==> src/rtl/desr_pkg.sv <==
// Shared types for the seven-to-one deserializer.
package desr_pkg;
    typedef enum logic [1:0] {
        LK_SEARCH  = 2'd0,
        LK_CONFIRM = 2'd1,
        LK_LOCKED  = 2'd2
    } lock_st_t;
endpackage

==> src/rtl/desr_frame_lock.sv <==
// Framing-lane aligner. Keeps the last BITS framing bits and, while searching,
// checks every cycle whether they equal FRAME_PAT. On a hit the phase counter
// restarts, and LOCK_N consecutive hits at the period end declare lock.
// UNLOCK_N consecutive misses while locked fall back to search.
// Assumes LOCK_N >= 2, UNLOCK_N >= 1, and that the pattern differs from all
// of its rotations.
module desr_frame_lock
    import desr_pkg::*;
#(
    parameter int              BITS      = 7,
    parameter logic [BITS-1:0] FRAME_PAT = 7'b1100011,
    parameter int              LOCK_N    = 3,
    parameter int              UNLOCK_N  = 3,
    parameter int              PH_W      = $clog2(BITS)
) (
    input  logic            clk,
    input  logic            rst_n,
    input  logic            clr,
    input  logic            frm_bit,
    output logic [PH_W-1:0] phase,
    output logic            strobe,
    output logic            locked
);
    localparam int CNT_MAX = (LOCK_N > UNLOCK_N) ? LOCK_N : UNLOCK_N;
    localparam int CNT_W   = $clog2(CNT_MAX + 1);
    localparam logic [PH_W-1:0] PH_LAST = PH_W'(BITS - 1);

    logic [BITS-2:0]  hist;
    logic [BITS-1:0]  window;
    logic             hit;
    logic             at_last;
    lock_st_t         st;
    logic [CNT_W-1:0] cnt;

    assign window  = {hist, frm_bit};
    assign hit     = (window == FRAME_PAT);
    assign at_last = (phase == PH_LAST);
    assign strobe  = at_last || (st == LK_SEARCH && hit);
    assign locked  = (st == LK_LOCKED);

    // Purpose: framing history, phase counter and lock state machine.
    always_ff @(posedge clk) begin
        if (!rst_n || clr) begin
            hist  <= '0;
            phase <= '0;
            st    <= LK_SEARCH;
            cnt   <= '0;
        end else begin
            hist  <= window[BITS-2:0];
            phase <= at_last ? '0 : phase + 1'b1;
            unique case (st)
                LK_SEARCH: begin
                    if (hit) begin
                        phase <= '0;
                        cnt   <= CNT_W'(1);
                        st    <= LK_CONFIRM;
                    end
                end
                LK_CONFIRM: begin
                    if (at_last) begin
                        if (!hit) begin
                            st  <= LK_SEARCH;
                            cnt <= '0;
                        end else if (cnt == CNT_W'(LOCK_N - 1)) begin
                            st  <= LK_LOCKED;
                            cnt <= '0;
                        end else begin
                            cnt <= cnt + 1'b1;
                        end
                    end
                end
                LK_LOCKED: begin
                    if (at_last) begin
                        if (hit) begin
                            cnt <= '0;
                        end else if (cnt == CNT_W'(UNLOCK_N - 1)) begin
                            st  <= LK_SEARCH;
                            cnt <= '0;
                        end else begin
                            cnt <= cnt + 1'b1;
                        end
                    end
                end
                default: st <= LK_SEARCH;
            endcase
        end
    end

    // Lock may only be entered right after a matching framing window.
    assert_lock_after_hit_R3: assert property (@(posedge clk) disable iff (!rst_n)
        $rose(locked) |-> $past(hit));

    // Lock may only be lost after a mismatch or an inactive request.
    assert_drop_after_miss_R4: assert property (@(posedge clk) disable iff (!rst_n)
        $fell(locked) |-> ($past(!hit) || $past(clr)));

    // The miss counter never reaches the drop threshold while locked.
    assert_miss_count_range_R4: assert property (@(posedge clk) disable iff (!rst_n)
        (st == LK_LOCKED) |-> (cnt < CNT_W'(UNLOCK_N)));
endmodule

==> src/rtl/desr_lane.sv <==
// One serial data lane: a BITS-deep shift register that takes the MSB first.
// The full group is captured when the aligner flags the period's last bit.
// Assumes strobe is high in the cycle that carries bit 0.
module desr_lane #(
    parameter int BITS = 7
) (
    input  logic            clk,
    input  logic            rst_n,
    input  logic            clr,
    input  logic            din,
    input  logic            strobe,
    output logic [BITS-1:0] group
);
    logic [BITS-2:0] hist;
    logic [BITS-1:0] nxt;

    assign nxt = {hist, din};

    // Purpose: shift in serial bits and capture a full group at the boundary.
    always_ff @(posedge clk) begin
        if (!rst_n || clr) begin
            hist  <= '0;
            group <= '0;
        end else begin
            hist <= nxt[BITS-2:0];
            if (strobe) group <= nxt;
        end
    end

    // A captured group stays put between boundaries.
    assert_group_hold_R1: assert property (@(posedge clk) disable iff (!rst_n)
        (!strobe && !clr) |=> $stable(group));
endmodule

==> src/rtl/desr_launch.sv <==
// Output pipeline. Captured words move into a middle stage at each boundary.
// The output register then takes the middle stage either at the boundary
// (pixel-clock rise) or at the end of the high phase (pixel-clock fall).
// Assumes edge_sel is static while the block is locked.
module desr_launch #(
    parameter int WIDTH     = 35,
    parameter int HI_PHASES = 4,
    parameter int PH_W      = 3
) (
    input  logic             clk,
    input  logic             rst_n,
    input  logic             clr,
    input  logic [WIDTH-1:0] cap,
    input  logic             strobe,
    input  logic [PH_W-1:0]  phase,
    input  logic             edge_sel,
    output logic [WIDTH-1:0] held
);
    localparam logic [PH_W-1:0] PH_FALL = PH_W'(HI_PHASES - 1);

    logic [WIDTH-1:0] mid;
    logic             launch;

    assign launch = edge_sel ? strobe : (phase == PH_FALL);

    // Purpose: one-period delay stage followed by the edge-selected output load.
    always_ff @(posedge clk) begin
        if (!rst_n || clr) begin
            mid  <= '0;
            held <= '0;
        end else begin
            if (strobe) mid  <= cap;
            if (launch) held <= mid;
        end
    end

    // Rising-edge mode: the word moves only at a boundary.
    assert_rise_hold_R5: assert property (@(posedge clk) disable iff (!rst_n)
        (edge_sel && !strobe && !clr) |=> $stable(held));

    // Falling-edge mode: the word moves only at the end of the high phase.
    assert_fall_hold_R6: assert property (@(posedge clk) disable iff (!rst_n)
        (!edge_sel && phase != PH_FALL && !clr) |=> $stable(held));
endmodule

==> src/rtl/desr_7to1.sv <==
// Top level of the seven-to-one deserializer. It joins the framing aligner,
// one shift lane per data lane and the output pipeline, and it gates the
// outputs on lock and on the inactive controls. Assumes all serial inputs
// are already sampled on clk, which runs at BITS times the pixel rate.
module desr_7to1
    import desr_pkg::*;
#(
    parameter int              LANES     = 5,
    parameter int              BITS      = 7,
    parameter int              HI_PHASES = 4,
    parameter int              LOCK_N    = 3,
    parameter int              UNLOCK_N  = 3,
    parameter logic [BITS-1:0] FRAME_PAT = 7'b1100011
) (
    input  logic                  clk,
    input  logic                  rst_n,
    input  logic [LANES-1:0]      ser_lane,
    input  logic                  ser_frame,
    input  logic                  edge_sel,
    input  logic                  pwr_on,
    input  logic                  out_en,
    input  logic                  rsvd_in,
    output logic [LANES*BITS-1:0] pix_word,
    output logic                  pix_clk,
    output logic                  pix_oe
);
    localparam int WIDTH = LANES * BITS;
    localparam int PH_W  = $clog2(BITS);

    logic             active;
    logic             clr;
    logic [PH_W-1:0]  phase;
    logic             strobe;
    logic             locked;
    logic [WIDTH-1:0] cap_flat;
    logic [WIDTH-1:0] held;

    assign active = pwr_on && !rsvd_in;
    assign clr    = !active;

    desr_frame_lock #(
        .BITS(BITS), .FRAME_PAT(FRAME_PAT),
        .LOCK_N(LOCK_N), .UNLOCK_N(UNLOCK_N), .PH_W(PH_W)
    ) u_lock (
        .clk(clk), .rst_n(rst_n), .clr(clr), .frm_bit(ser_frame),
        .phase(phase), .strobe(strobe), .locked(locked)
    );

    for (genvar g = 0; g < LANES; g++) begin : g_lane
        desr_lane #(.BITS(BITS)) u_lane (
            .clk(clk), .rst_n(rst_n), .clr(clr), .din(ser_lane[g]),
            .strobe(strobe), .group(cap_flat[g*BITS +: BITS])
        );
    end

    desr_launch #(
        .WIDTH(WIDTH), .HI_PHASES(HI_PHASES), .PH_W(PH_W)
    ) u_launch (
        .clk(clk), .rst_n(rst_n), .clr(clr), .cap(cap_flat),
        .strobe(strobe), .phase(phase), .edge_sel(edge_sel), .held(held)
    );

    // Purpose: gate the data and the pixel clock on activity and lock.
    always_comb begin
        pix_word = (active && locked) ? held : '0;
        pix_clk  = active && locked && (phase < PH_W'(HI_PHASES));
        pix_oe   = out_en;
    end

    // Power-down removes lock at the next edge.
    assert_pd_clears_R8: assert property (@(posedge clk) disable iff (!rst_n)
        !pwr_on |=> !locked);

    // The reserved input removes lock at the next edge.
    assert_rsvd_clears_R9: assert property (@(posedge clk) disable iff (!rst_n)
        rsvd_in |=> !locked);

    // The pixel clock rises only right after a period boundary.
    assert_clk_rise_boundary_R7: assert property (@(posedge clk) disable iff (!rst_n)
        $rose(pix_clk) |-> $past(strobe));
endmodule

==> config.mk <==
export PLATFORM = sky130hd
export DESIGN_NAME = desr_7to1
export DESIGN_NICKNAME = d
export VERILOG_FILES = /design/src/rtl/desr_pkg.sv /design/src/rtl/desr_frame_lock.sv /design/src/rtl/desr_lane.sv /design/src/rtl/desr_launch.sv /design/src/rtl/desr_7to1.sv
export SDC_FILE = /design/constraint.sdc
export NUM_CORES = 1
export LEC_CHECK = 0
export ABC_AREA = 1
export BUFFER_PORTS_ARGS = -buffer_cell sky130_fd_sc_hd__buf_4
export CORE_MARGIN = 2
export CORE_UTILIZATION = 61
export CTS_BUF_LIST = sky130_fd_sc_hd__clkbuf_8
export DETAILED_ROUTE_END_ITERATION = 8
export PLACE_DENSITY_LB_ADDON = 0.3
export SLEW_MARGIN = 0
export SYNTH_ARGS = -nofsm -noshare
export SYNTH_HDL_FRONTEND = slang
export SYNTH_SLANG_ARGS = --single-unit
==> constraint.sdc <==
create_clock -name clk -period 1.7 [get_ports clk]
set_input_delay 0.085 -clock clk [delete_from_list [all_inputs] [get_ports clk]]
set_output_delay 0.085 -clock clk [all_outputs]
set_load 0.01 [all_outputs]
**Yosys cells after proc, flatten, opt, wreduce, memory -nomap -nowiden**

Index checks and enable logic that the tools add are counted.

- Add/subtract/negate cells: 2
- $lt $le $gt $ge: 1
- Equality and inequality tests: 12
- Muxes and demuxes: 19
- Reduce and logical (&&, ||, !) cells: 13

Operators by type and width:

| kind | number |
|---|---|
| 35-bit two-way mux | 1 |
| 2-bit two-way mux | 12 |
| 2-bit one-hot mux with 3 select lines | 2 |
| 3-bit two-way mux | 3 |
| 2-bit by 1-bit != test with 1-bit output, second input constant | 4 |
| 7-bit == test, second input constant | 1 |
| 6-bit AND reduction | 1 |
| 2-bit == test, second input constant | 2 |
| 1-bit logical AND | 4 |
| 4-bit AND reduction | 1 |
| 3-bit by 1-bit adder with 3-bit output, second input constant | 1 |
| 3-bit by 2-bit == test with 1-bit output, second input constant | 1 |
| 3-bit == test, second input constant | 1 |
| 1-bit logical NOT | 3 |
| 3-bit less-than comparator, second input constant | 1 |
| 3-bit != test, second input constant | 1 |
| 3-bit nonzero test | 1 |
| 2-bit by 1-bit adder with 2-bit output, second input constant | 1 |
| 2-bit by 1-bit == test with 1-bit output, second input constant | 1 |
| 2-bit logical NOT | 1 |
| 1-bit logical OR | 2 |
| 2-bit != test, second input constant | 1 |
| 1-bit two-way mux | 1 |

- Register bits after elaboration: 148
- Bits of input ports: 12
- Logic and storage cells: 63

**Depth between registers and ports, before layout**

Gate-level depths: netlist of the first run.

- Depth after elaboration: 5
- Gate-level depth with buffers: 10
- Mapped depth without buffers: 10

**By module**

Synthesis of the first run repeated with hierarchy kept, for this count alone.

- Cell total of the unflattened synthesis: 814
- Area total of the unflattened synthesis: 6097.1 um^2

Modules (own cells, without submodules):

| module | times used | cells an instance | area an instance (um^2) | seq. area each (um^2) |
|---|---|---|---|---|
| desr_launch | 1 | 386 | 2760.1 | 1401.3 |
| desr_lane | 5 | 51 | 449.2 | 260.2 |
| desr_frame_lock | 1 | 95 | 683.2 | 260.2 |
| desr_7to1 | 1 | 78 | 407.9 | 0.0 |

**Worst setup path after synthesis of the first run**

Ideal clock, no wire load.

- Kind: reg-to-reg
- Start: register u_lock.st[0]
- End: register u_lock.cnt[0]
- Setup time: 0.116 ns
- Arrival time: 1.283 ns
- Setup slack: 0.301 ns
- Cell stages (with the launch flop): 9
- Path buffers: 0
- Period minus slack after synthesis: 1.399 ns
- Cell sequence: dfxtp_1 inv_1 ha_1 o21ai_1 nand2_1 nor2_1 nand2_1 nor2_1 nor2_1

- Cells in the longest elaborated chain, start to end: 3
- Elaborated cells on any way between the ends: 9

RTL lines:

| what | RTL line | RTL |
|---|---|---|
| start, declared | desr_frame_lock.sv:32 | `lock_st_t st;` |
| start signal, assigned | desr_frame_lock.sv:46 | `st <= LK_SEARCH;` |
| start signal, assigned | desr_frame_lock.sv:56 | `st <= LK_CONFIRM;` |
| start signal, assigned | desr_frame_lock.sv:62 | `st <= LK_SEARCH;` |
| 2-bit by 1-bit == test with 1-bit output, or another cell as far along | desr_frame_lock.sv:51 | `unique case (st)` |
| 2-bit by 1-bit != test with 1-bit output (no line) / 3-bit nonzero test (equally long branches) | -- |  |
| 4-bit AND reduction (no line) | -- |  |
| end signal, assigned | desr_frame_lock.sv:68 | `cnt <= cnt + 1'b1;` |
| end signal, assigned | desr_frame_lock.sv:80 | `cnt <= cnt + 1'b1;` |
| end, declared | desr_frame_lock.sv:33 | `logic [CNT_W-1:0] cnt;` |

Several ways; a longest one is shown, not always the timed one.
A chain may end at the register's enable or synchronous reset.

**Worst setup path after layout of the first run**

- Start: register u_lock.st[0]
- End: output pix_word[15]

- Cells in the longest elaborated chain, start to end: 3

RTL lines:

| what | RTL line | RTL |
|---|---|---|
| 2-bit == test | desr_frame_lock.sv:39 | `assign locked = (st == LK_LOCKED);` |
| 1-bit logical AND | desr_7to1.sv:65 | `pix_word = (active && locked) ? held : '0;` |
| 35-bit two-way mux | desr_7to1.sv:65 |  |
| end, declared | desr_7to1.sv:23 | `output logic [LANES*BITS-1:0] pix_word,` |

Every way passes these cells.

==> results_tabular.tex, run 1 <==
\begin{tabular}{lr}
\hline
Metric & Value \\
\hline
\multicolumn{2}{l}{\textbf{Run status}} \\
Result of the run & complete, but fails checks \\
Violated checks & setup timing \\
\multicolumn{2}{l}{\textbf{Floorplan}} \\
Vert. Die Dim & 99.62 µm \\
Core outline area & 0.008806 mm² \\
Initial cell density of the core & 0.6333 \\
Die X & 99.62 µm \\
Die ar. & 0.009923 mm² \\
Top-level I/O count & 49 \\
Number of rows created at floorplan & 34 \\
\multicolumn{2}{l}{\textbf{Global routing}} \\
Via count of the first global-routing pass & 4409 \\
Wire length of the first global-routing pass & 19570 µm \\
Initial antenna violation count & 0 \\
Global route overflow & 0 \\
Tot GR Track Use & 0.2418 \\
Pin count of the biggest net entering global routing & 62 \\
\multicolumn{2}{l}{\textbf{Synthesis}} \\
Fraction of post-synthesis cell area in the top cell type by area & 0.5313 \\
Summed instance area of the synthesized netlist & 0.005577 mm² \\
Mean post-synth cell area & 7.989 µm² \\
Largest cells by area after synthesis & sky130\_fd\_sc\_hd\_\_dfxtp\_1 (53\%), sky130\_fd\_sc\_hd\_\_nor2\_1 (11\%), sky130\_fd\_sc\_hd\_\_inv\_1 (5.8\%), sky130\_fd\_sc\_hd\_\_o21ai\_0 (4.8\%), sky130\_fd\_sc\_hd\_\_a21oi\_1 (4.5\%) \\
Post-synth cell types & 27 \\
Synthesized instance count & 698 \\
Synthesized Nets & 716 \\
Register bit count reported by yosys & 148 \\
Library cell with the largest summed area after synthesis & sky130\_fd\_sc\_hd\_\_dfxtp\_1 \\
Warning count from the yosys run & 0 \\
Register area share after synthesis & 0.5313 \\
\multicolumn{2}{l}{\textbf{STA}} \\
Endpoints failing setup & 5 \\
Worst-Margin Slew & 512.8 ps \\
Unrepaired setup endpoints after global routing & true \\
Final critical path time including I/O delays and setup & 1708 ps \\
Worst rel slew slack & 0.6581 \\
Final Worst Setup Slack & -8.115 ps \\
Worst hold slack & 78.78 ps \\
Number of slew-limit violations in the final report & 0 \\
Max Clk Rate & 585.4 MHz \\
Worst clock skew & 14.73 ps \\
Share of the clock period used by the worst path & 1.005 \\
Final total negative setup slack & -17.73 ps \\
Hold Vio Cnt, Final & 0 \\
\multicolumn{2}{l}{\textbf{Setup path}} \\
Data arrival at the endpoint of the critical path & 1620 ps \\
Worst setup path end & pix\_word[15] \\
Worst r2r dst & u\_launch.held[8]\$\_SDFFE\_PP0P\_ \\
Endpoint type of the worst setup path & output port \\
Launching instance or port of the critical path & u\_lock.st[0]\$\_SDFFE\_PP0P\_ \\
Register-to-register setup slack & 20 ps \\
Crit Path Category & reg -> out \\
Worst R2R Path Depth & 8 \\
Critical Path Max Stage Delay & 340 ps \\
Worst-path cell with the longest stage delay & sky130\_fd\_sc\_hd\_\_dfxtp\_2 \\
Worst reg2reg path startpoint & u\_lock.st[0]\$\_SDFFE\_PP0P\_ \\
Peak fanout along the critical path & 9 \\
Required time reported for the critical path endpoint & 1620 ps \\
CP Launch Type & flip-flop \\
Ordered cell list for the critical path & inv\_2 > ha\_4 > nand3\_4 > clkbuf\_16 > nor2\_2 > buf\_4 \\
\multicolumn{2}{l}{\textbf{Placed design}} \\
Total half-perimeter wirelength after legalization and detailed placement & 6775 µm \\
Number of port buffers & 46 \\
Cell area after placement & 0.005901 mm² \\
RePlAce Congestion & 0.7749 \\
Placed cell count & 819 \\
\multicolumn{2}{l}{\textbf{Layout}} \\
Relative area change from synthesis to final layout & 20.15\% \\
Antenna fix cells & 0 \\
Final Net Count & 761 \\
Share of cells above drive strength 1 & 0.2037 \\
Final instance area & 0.006700 mm² \\
Cell Count, Final, Fillers Out & 864 \\
\multicolumn{2}{l}{\textbf{Drt}} \\
Detailed Route WL & 12620 µm \\
DRC violation total after the first TritonRoute iteration & 345 \\
Routed via count & 4674 \\
Via density per instance & 5.410 \\
Routed wire per std cell & 14.61 µm \\
Antenna Nets Post-Route & 0 \\
TritonRoute pass-1 iters & 6 \\
Number of design rule violations left after detail routing & 0 \\
\multicolumn{2}{l}{\textbf{Clocking}} \\
TritonCTS clock tree & built \\
Insertion delay to the later sink of the worst-skew pair & 420 ps \\
Largest buffer count on any clock path & 2 \\
H-Tree Level Count & 4 \\
Number of buffers created by CTS & 17 \\
Cell chosen for the clock root & sky130\_fd\_sc\_hd\_\_clkbuf\_8 \\
Clock net sink count & 148 \\
Post-CTS clock slew at the launch and capture registers of the worst setup and hold paths & 80 ps \\
\multicolumn{2}{l}{\textbf{Pwr}} \\
Worst IR drop on VDD & 0.0005300 V \\
Leakage power of the design & 2.606 nW \\
Design Power & 0.006313 W \\
Power density over the cells & 942.3 mW/mm² \\
\multicolumn{2}{l}{\textbf{Hold path}} \\
Hold Path Depth & 4 \\
Path class of the lowest-slack min-delay path & in -> reg \\
\multicolumn{2}{l}{\textbf{Job}} \\
Max Cap Violations & 0 \\
\hline
\end{tabular}
-- layer usage --
layer / up-vias / wire [µm] / GRT usage
met5: - / 0 / 0
met4: 0 / 144 / 0.07376
met1: 2194 / 5374 / 0.2931
met3: 17 / 763 / 0.06465
li1: 2283 / - / -
met2: 180 / 6341 / 0.4210
-- worst max-delay path: cells and delay by family (launching register included) --
kind | cells | cell delay (ps)
DFF | 1 | 340
adders and majority gates | 1 | 160
buffers and inverters | 3 | 430
and+or+nand+nor | 2 | 270
-- power by group --
group          switching [W]  internal, W
registers         0.00000274      0.00347
clock network        0.00133      0.00136
logic               0.000105    0.0000485
total                0.00144      0.00488
-- sequential cells by signal (all words and copies together) (netlist names) --
signal and flops:
u_lock.cnt 2, u_lock.phase 3, g_lane.u_lane.hist 30, u_lock.hist 6
u_launch.held 35, u_launch.mid 35, u_lock.st 2, g_lane.u_lane.group 35
-- layout make-up --
class                   count  area [µm²]
flip-flops and latches    148        2965
repair buffers             71       706.9
inverters                  87       330.3
fillers                   602        2106
clock inverters            14       153.9
multi-input cells         418        2161
well taps                 108       135.1
clock buffers              18       247.7
-- Yosys cell counts --
library cell / number
sky130_fd_sc_hd__a21boi_0: 1
sky130_fd_sc_hd__a21oi_1: 50
sky130_fd_sc_hd__a21oi_2: 18
sky130_fd_sc_hd__and3_1: 1
sky130_fd_sc_hd__buf_2: 12
sky130_fd_sc_hd__buf_4: 3
sky130_fd_sc_hd__buf_6: 11
sky130_fd_sc_hd__buf_8: 1
sky130_fd_sc_hd__clkbuf_1: 18
sky130_fd_sc_hd__dfxtp_1: 148
sky130_fd_sc_hd__ha_1: 6
sky130_fd_sc_hd__inv_1: 86
sky130_fd_sc_hd__inv_2: 1
sky130_fd_sc_hd__nand2_1: 53
sky130_fd_sc_hd__nand2_2: 1
sky130_fd_sc_hd__nand2_4: 3
sky130_fd_sc_hd__nand3_1: 37
sky130_fd_sc_hd__nand3_2: 2
sky130_fd_sc_hd__nand3_4: 1
sky130_fd_sc_hd__nand3b_1: 1
sky130_fd_sc_hd__nand4_1: 4
sky130_fd_sc_hd__nor2_1: 161
sky130_fd_sc_hd__nor2_4: 1
sky130_fd_sc_hd__nor3_1: 2
sky130_fd_sc_hd__o21ai_0: 54
sky130_fd_sc_hd__o21ai_1: 21
sky130_fd_sc_hd__or2_1: 1
-- layout by cell type, fill, tap and decap left out, drive strengths merged --
cell type    instances
dlygate4sd3          6
dfxtp              148
a21oi               68
clkbuf              21
or2                  1
a21boi               1
nor2               162
nand3               40
nand2               57
clkinvlp             6
clkinv               4
buf                 62
nand4                4
o21ai               75
ha                   6
bufinv               2
nand3b               1
and3                 1
inv                 89
nor3                 2
-- what timing repair did --
item,in CTS,in global routing
gates cloned,1,3
resized for setup,11,53
endpoints found under the setup margin,36,105
hold buffers,6,0
endpoints found under the hold margin,11,0
setup buffers,1,2
pin swaps,0,3
-- how the worst min path moves through the flow --
stage,to,start,slack [ps]
after floorplan,u_lock.hist[0]$_SDFF_PP0_,ser_frame,200
after global placement,pix_oe,out_en,170
after detailed placement,pix_oe,out_en,170
after CTS,u_launch.held[29]$_SDFFE_PP0P_,edge_sel,40
after global routing,u_launch.held[29]$_SDFFE_PP0P_,edge_sel,80
final,u_launch.held[29]$_SDFFE_PP0P_,edge_sel,80
-- cell families after synthesis --
family,count (synthesis),synth area share
AOI/OAI and AO/OA,144,0.1418
and+or+nand+nor,268,0.2031
adders and majority gates,6,0.01346
buffers and inverters,132,0.1104
DFF,148,0.5313
-- metrics by stage --
step,setup WS [ps],util
CTS,-4.379,0.7303
floorplan,301.3,-
detailed placement,71.02,0.6701
finish,-8.115,0.7609
global route,-98.09,0.7609
global placement,182.8,0.6701
Power figures use the tool's default switching activity.
==> run 2, diff against run 1 <==
BUFFER_PORTS_ARGS = default   (was -buffer_cell sky130_fd_sc_hd__buf_4)
CELL_PAD_IN_SITES_DETAIL_PLACEMENT = 1   (was default)
CELL_PAD_IN_SITES_GLOBAL_PLACEMENT = 2   (was default)
CORE_UTILIZATION = 39   (was 61)
DONT_BUFFER_PORTS = 1   (was default)
GPL_TIMING_DRIVEN = 0   (was default)
==> run 2 against run 1 <==
Compared with the run above: the flow now finishes without violations; clock-buffer cell count is 7 higher; global-route usage is 4.9 points lower; combinational power is 11% higher; critical path depth is 1 lower; cell count is 7.1% higher; core utilization is 28 points lower; register-to-register slack better by 60 ps; sequential power hardly changed; routed wire length is 7.0% higher; clock power is 12% higher; critical endpoint is now pix_word[32]; die area is 54% higher; total power is 5.6% higher.
==> results_tabular.tex, run 2 (synthesis results as in run 1) <==
\begin{tabular}{lr}
\hline
Metric & Value \\
\hline
\multicolumn{2}{l}{\textbf{Floorplan}} \\
Initial cell density of the core & 0.4002 (was 0.6333) \\
Number of rows created at floorplan & 43 (was 34) \\
Vert. Die Dim & 123.6 µm (was 99.62 µm) \\
Die ar. & 0.01527 mm² (was 0.009923 mm²) \\
Core outline area & 0.01393 mm² (was 0.008806 mm²) \\
Die X & 123.6 µm (was 99.62 µm) \\
Top-level I/O count & 49 (unchanged) \\
\multicolumn{2}{l}{\textbf{Global routing}} \\
Global route overflow & 0 (unchanged) \\
Wire length of the first global-routing pass & 22350 µm (was 19570 µm) \\
Via count of the first global-routing pass & 4388 (was 4409) \\
Pin count of the biggest net entering global routing & 17 (was 62) \\
Initial antenna violation count & 0 (unchanged) \\
Tot GR Track Use & 0.1929 (was 0.2418) \\
\multicolumn{2}{l}{\textbf{Setup path}} \\
Top Family by Delay on Critical Path & simple AND/OR/NAND/NOR gates (was buffers and inverters) \\
Crit Path Category & reg -> out (unchanged) \\
Ordered cell list for the critical path & inv\_2 > ha\_4 > nand3\_4 > clkbuf\_8 > nor2\_2 (was inv\_2 > ha\_4 > nand3\_4 > clkbuf\_16 > nor2\_2 > buf\_4) \\
Worst-path cell with the longest stage delay & sky130\_fd\_sc\_hd\_\_dfxtp\_2 (unchanged) \\
Required time reported for the critical path endpoint & 1620 ps (about the same) \\
Data arrival at the endpoint of the critical path & 1610 ps (was 1620 ps) \\
Critical Path Max Stage Delay & 330 ps (was 340 ps) \\
CP Launch Type & flip-flop (unchanged) \\
Number of buffers and inverters on the critical path & 2 (was 3) \\
Peak fanout along the critical path & 8 (was 9) \\
Endpoint type of the worst setup path & output port (unchanged) \\
\multicolumn{2}{l}{\textbf{Drt}} \\
Detailed Route WL & 13500 µm (was 12620 µm) \\
Routed via count & 4375 (was 4674) \\
Via density per instance & 4.730 (was 5.410) \\
Length of routed met2 wiring & 6309 µm (was 6341 µm) \\
Antenna Nets Post-Route & 0 (unchanged) \\
DRC violation total after the first TritonRoute iteration & 182 (was 345) \\
Number of design rule violations left after detail routing & 0 (unchanged) \\
Routed wire per std cell & 14.60 µm (was 14.61 µm) \\
Top layer reached by signal wires & met4 (unchanged) \\
TritonRoute pass-1 iters & 4 (was 6) \\
Met3 wirelength from detailed routing & 404 µm (was 763 µm) \\
WL met1 & 6574 µm (was 5374 µm) \\
\multicolumn{2}{l}{\textbf{STA}} \\
Share of the clock period used by the worst path & 0.9963 (was 1.005) \\
Final Worst Setup Slack & 6.295 ps (was -8.115 ps) \\
Worst rel slew slack & 0.6017 (was 0.6581) \\
Final critical path time including I/O delays and setup & 1694 ps (was 1708 ps) \\
Worst hold slack & 124.8 ps (was 78.78 ps) \\
Worst clock skew & 6.385 ps (was 14.73 ps) \\
Unrepaired setup endpoints after global routing & true (unchanged) \\
Hold Vio Cnt, Final & 0 (unchanged) \\
Max Clk Rate & 590.4 MHz (was 585.4 MHz) \\
Endpoints failing setup & 0 (was 5) \\
Number of slew-limit violations in the final report & 0 (unchanged) \\
Worst-Margin Slew & 597.4 ps (was 512.8 ps) \\
\multicolumn{2}{l}{\textbf{Placed design}} \\
Number of port buffers & 0 (was 46) \\
Total half-perimeter wirelength after legalization and detailed placement & 9803 µm (was 6775 µm) \\
Post-Place Worst Slack & -239.6 ps (was 71.02 ps) \\
RePlAce Congestion & 0.7985 (was 0.7749) \\
\multicolumn{2}{l}{\textbf{Run status}} \\
Result of the run & completed (was complete, but fails checks) \\
\multicolumn{2}{l}{\textbf{Clocking}} \\
H-Tree Level Count & 4 (unchanged) \\
TritonCTS clock tree & built (unchanged) \\
Clock net sink count & 148 (unchanged) \\
Number of buffers created by CTS & 17 (unchanged) \\
Largest buffer count on any clock path & 2 (unchanged) \\
Insertion delay to the later sink of the worst-skew pair & 450 ps (was 420 ps) \\
Post-CTS clock slew at the launch and capture registers of the worst setup and hold paths & 70 ps (was 80 ps) \\
Cell chosen for the clock root & sky130\_fd\_sc\_hd\_\_clkbuf\_8 (unchanged) \\
\multicolumn{2}{l}{\textbf{Layout}} \\
Footprint of the multi-input gates & 0.002278 mm² (was 0.002161 mm²) \\
Relative area change from synthesis to final layout & 21.40\% (was 20.15\%) \\
Share of cells above drive strength 1 & 0.1866 (was 0.2037) \\
Number of fill cells & 1650 (was 602) \\
Most common cell after layout, fill and taps aside & sky130\_fd\_sc\_hd\_\_dfxtp\_1 (unchanged) \\
Biggest regs & g\_lane.u\_lane.group: 35 flops, u\_launch.held: 35 flops, u\_launch.mid: 35 flops (unchanged) \\
Commonest cells after routing, fill and taps aside & sky130\_fd\_sc\_hd\_\_dfxtp\_1 (145), sky130\_fd\_sc\_hd\_\_nor2\_1 (128), sky130\_fd\_sc\_hd\_\_inv\_1 (86), sky130\_fd\_sc\_hd\_\_nand2\_1 (53), sky130\_fd\_sc\_hd\_\_o21ai\_0 (53) (was sky130\_fd\_sc\_hd\_\_dfxtp\_1 (146), sky130\_fd\_sc\_hd\_\_nor2\_1 (141), sky130\_fd\_sc\_hd\_\_inv\_1 (84), sky130\_fd\_sc\_hd\_\_nand2\_1 (53), sky130\_fd\_sc\_hd\_\_a21oi\_1 (50)) \\
Footprint of the flip-flops and latches & 0.002967 mm² (was 0.002965 mm²) \\
Antenna fix cells & 0 (unchanged) \\
Final Net Count & 750 (was 761) \\
\multicolumn{2}{l}{\textbf{Pwr}} \\
Power density over the cells & 984.4 mW/mm² (was 942.3 mW/mm²) \\
Leakage power of the design & 2.493 nW (was 2.606 nW) \\
Worst IR drop on VDD & 0.0004256 V (was 0.0005300 V) \\
\multicolumn{2}{l}{\textbf{Hold path}} \\
Path class of the lowest-slack min-delay path & in -> reg (unchanged) \\
\multicolumn{2}{l}{\textbf{Job}} \\
Max Cap Violations & 0 (unchanged) \\
\hline
\end{tabular}
run 2: repair_timing:
item                       4_1_cts  5_1_grt
hold buffers                     7        0
setup endpoints to repair       36       77
gates resized for setup         55       44
buffers inserted                 3        4
gates cloned                     1        0
pin swaps                        2        3
hold endpoints to repair        14        0
run 2: area by class of cell:
cell class / instances / area share
clock buffer: 25 / 0.05082
multi-input combinational: 418 / 0.3365
sequential: 148 / 0.4382
timing repair buffer: 15 / 0.02255
tap: 180 / 0.03327
clock inverter: 7 / 0.01719
inverter: 87 / 0.04824
buffer: 45 / 0.05322
run 2: stage by stage:
step                      std cells  area [µm²]  utilization  power, W  TNS, ps
after floorplan                 698        5577            -  0.003654        0
after global placement          878        5802       0.4164  0.003691    -3797
after detailed placement        878        5802       0.4164  0.003696    -6335
after CTS                       921        6550       0.4701  0.006733    -1040
after global routing            925        6770       0.4859  0.006898    -1880
final                           925        6770       0.4859  0.006665        0
run 2: final timing paths:
check | start | endpoint | slack (ps) | depth (start not counted)
setup / recovery | u_lock.st[0]$_SDFFE_PP0P_ | pix_word[32] | 6 | 5
setup reg to reg | u_lock.st[0]$_SDFFE_PP0P_ | u_launch.held[4]$_SDFFE_PP0P_ | 80 | 9
hold / removal | ser_frame | u_lock.phase[1]$_SDFF_PP0_ | 120 | 7
hold reg to reg | g_lane[0].u_lane.hist[3]$_SDFF_PP0_ | g_lane[0].u_lane.hist[4]$_SDFF_PP0_ | 440 | 2
run 2: power breakdown:
group	switching [W]	total, W	internal (W)
Clock	0.00126	0.00302	0.00176
Combinational	0.000110	0.000171	0.0000611
Sequential	0.00000271	0.00347	0.00347
run 2: worst reg2reg max path, delay by kind of cell, from the launching register on:
family	cells	cell delay, ps
buf+inv	4	500
flops	1	340
simple gates	3	360
compound gates	1	80
fa+ha+maj	1	210
run 2: per-layer routing:
metal	global-route usage	vias up
met5	0	-
met4	0.07102	0
met3	0.03984	19
met2	0.3063	62
met1	0.2598	2032
li1	-	2262
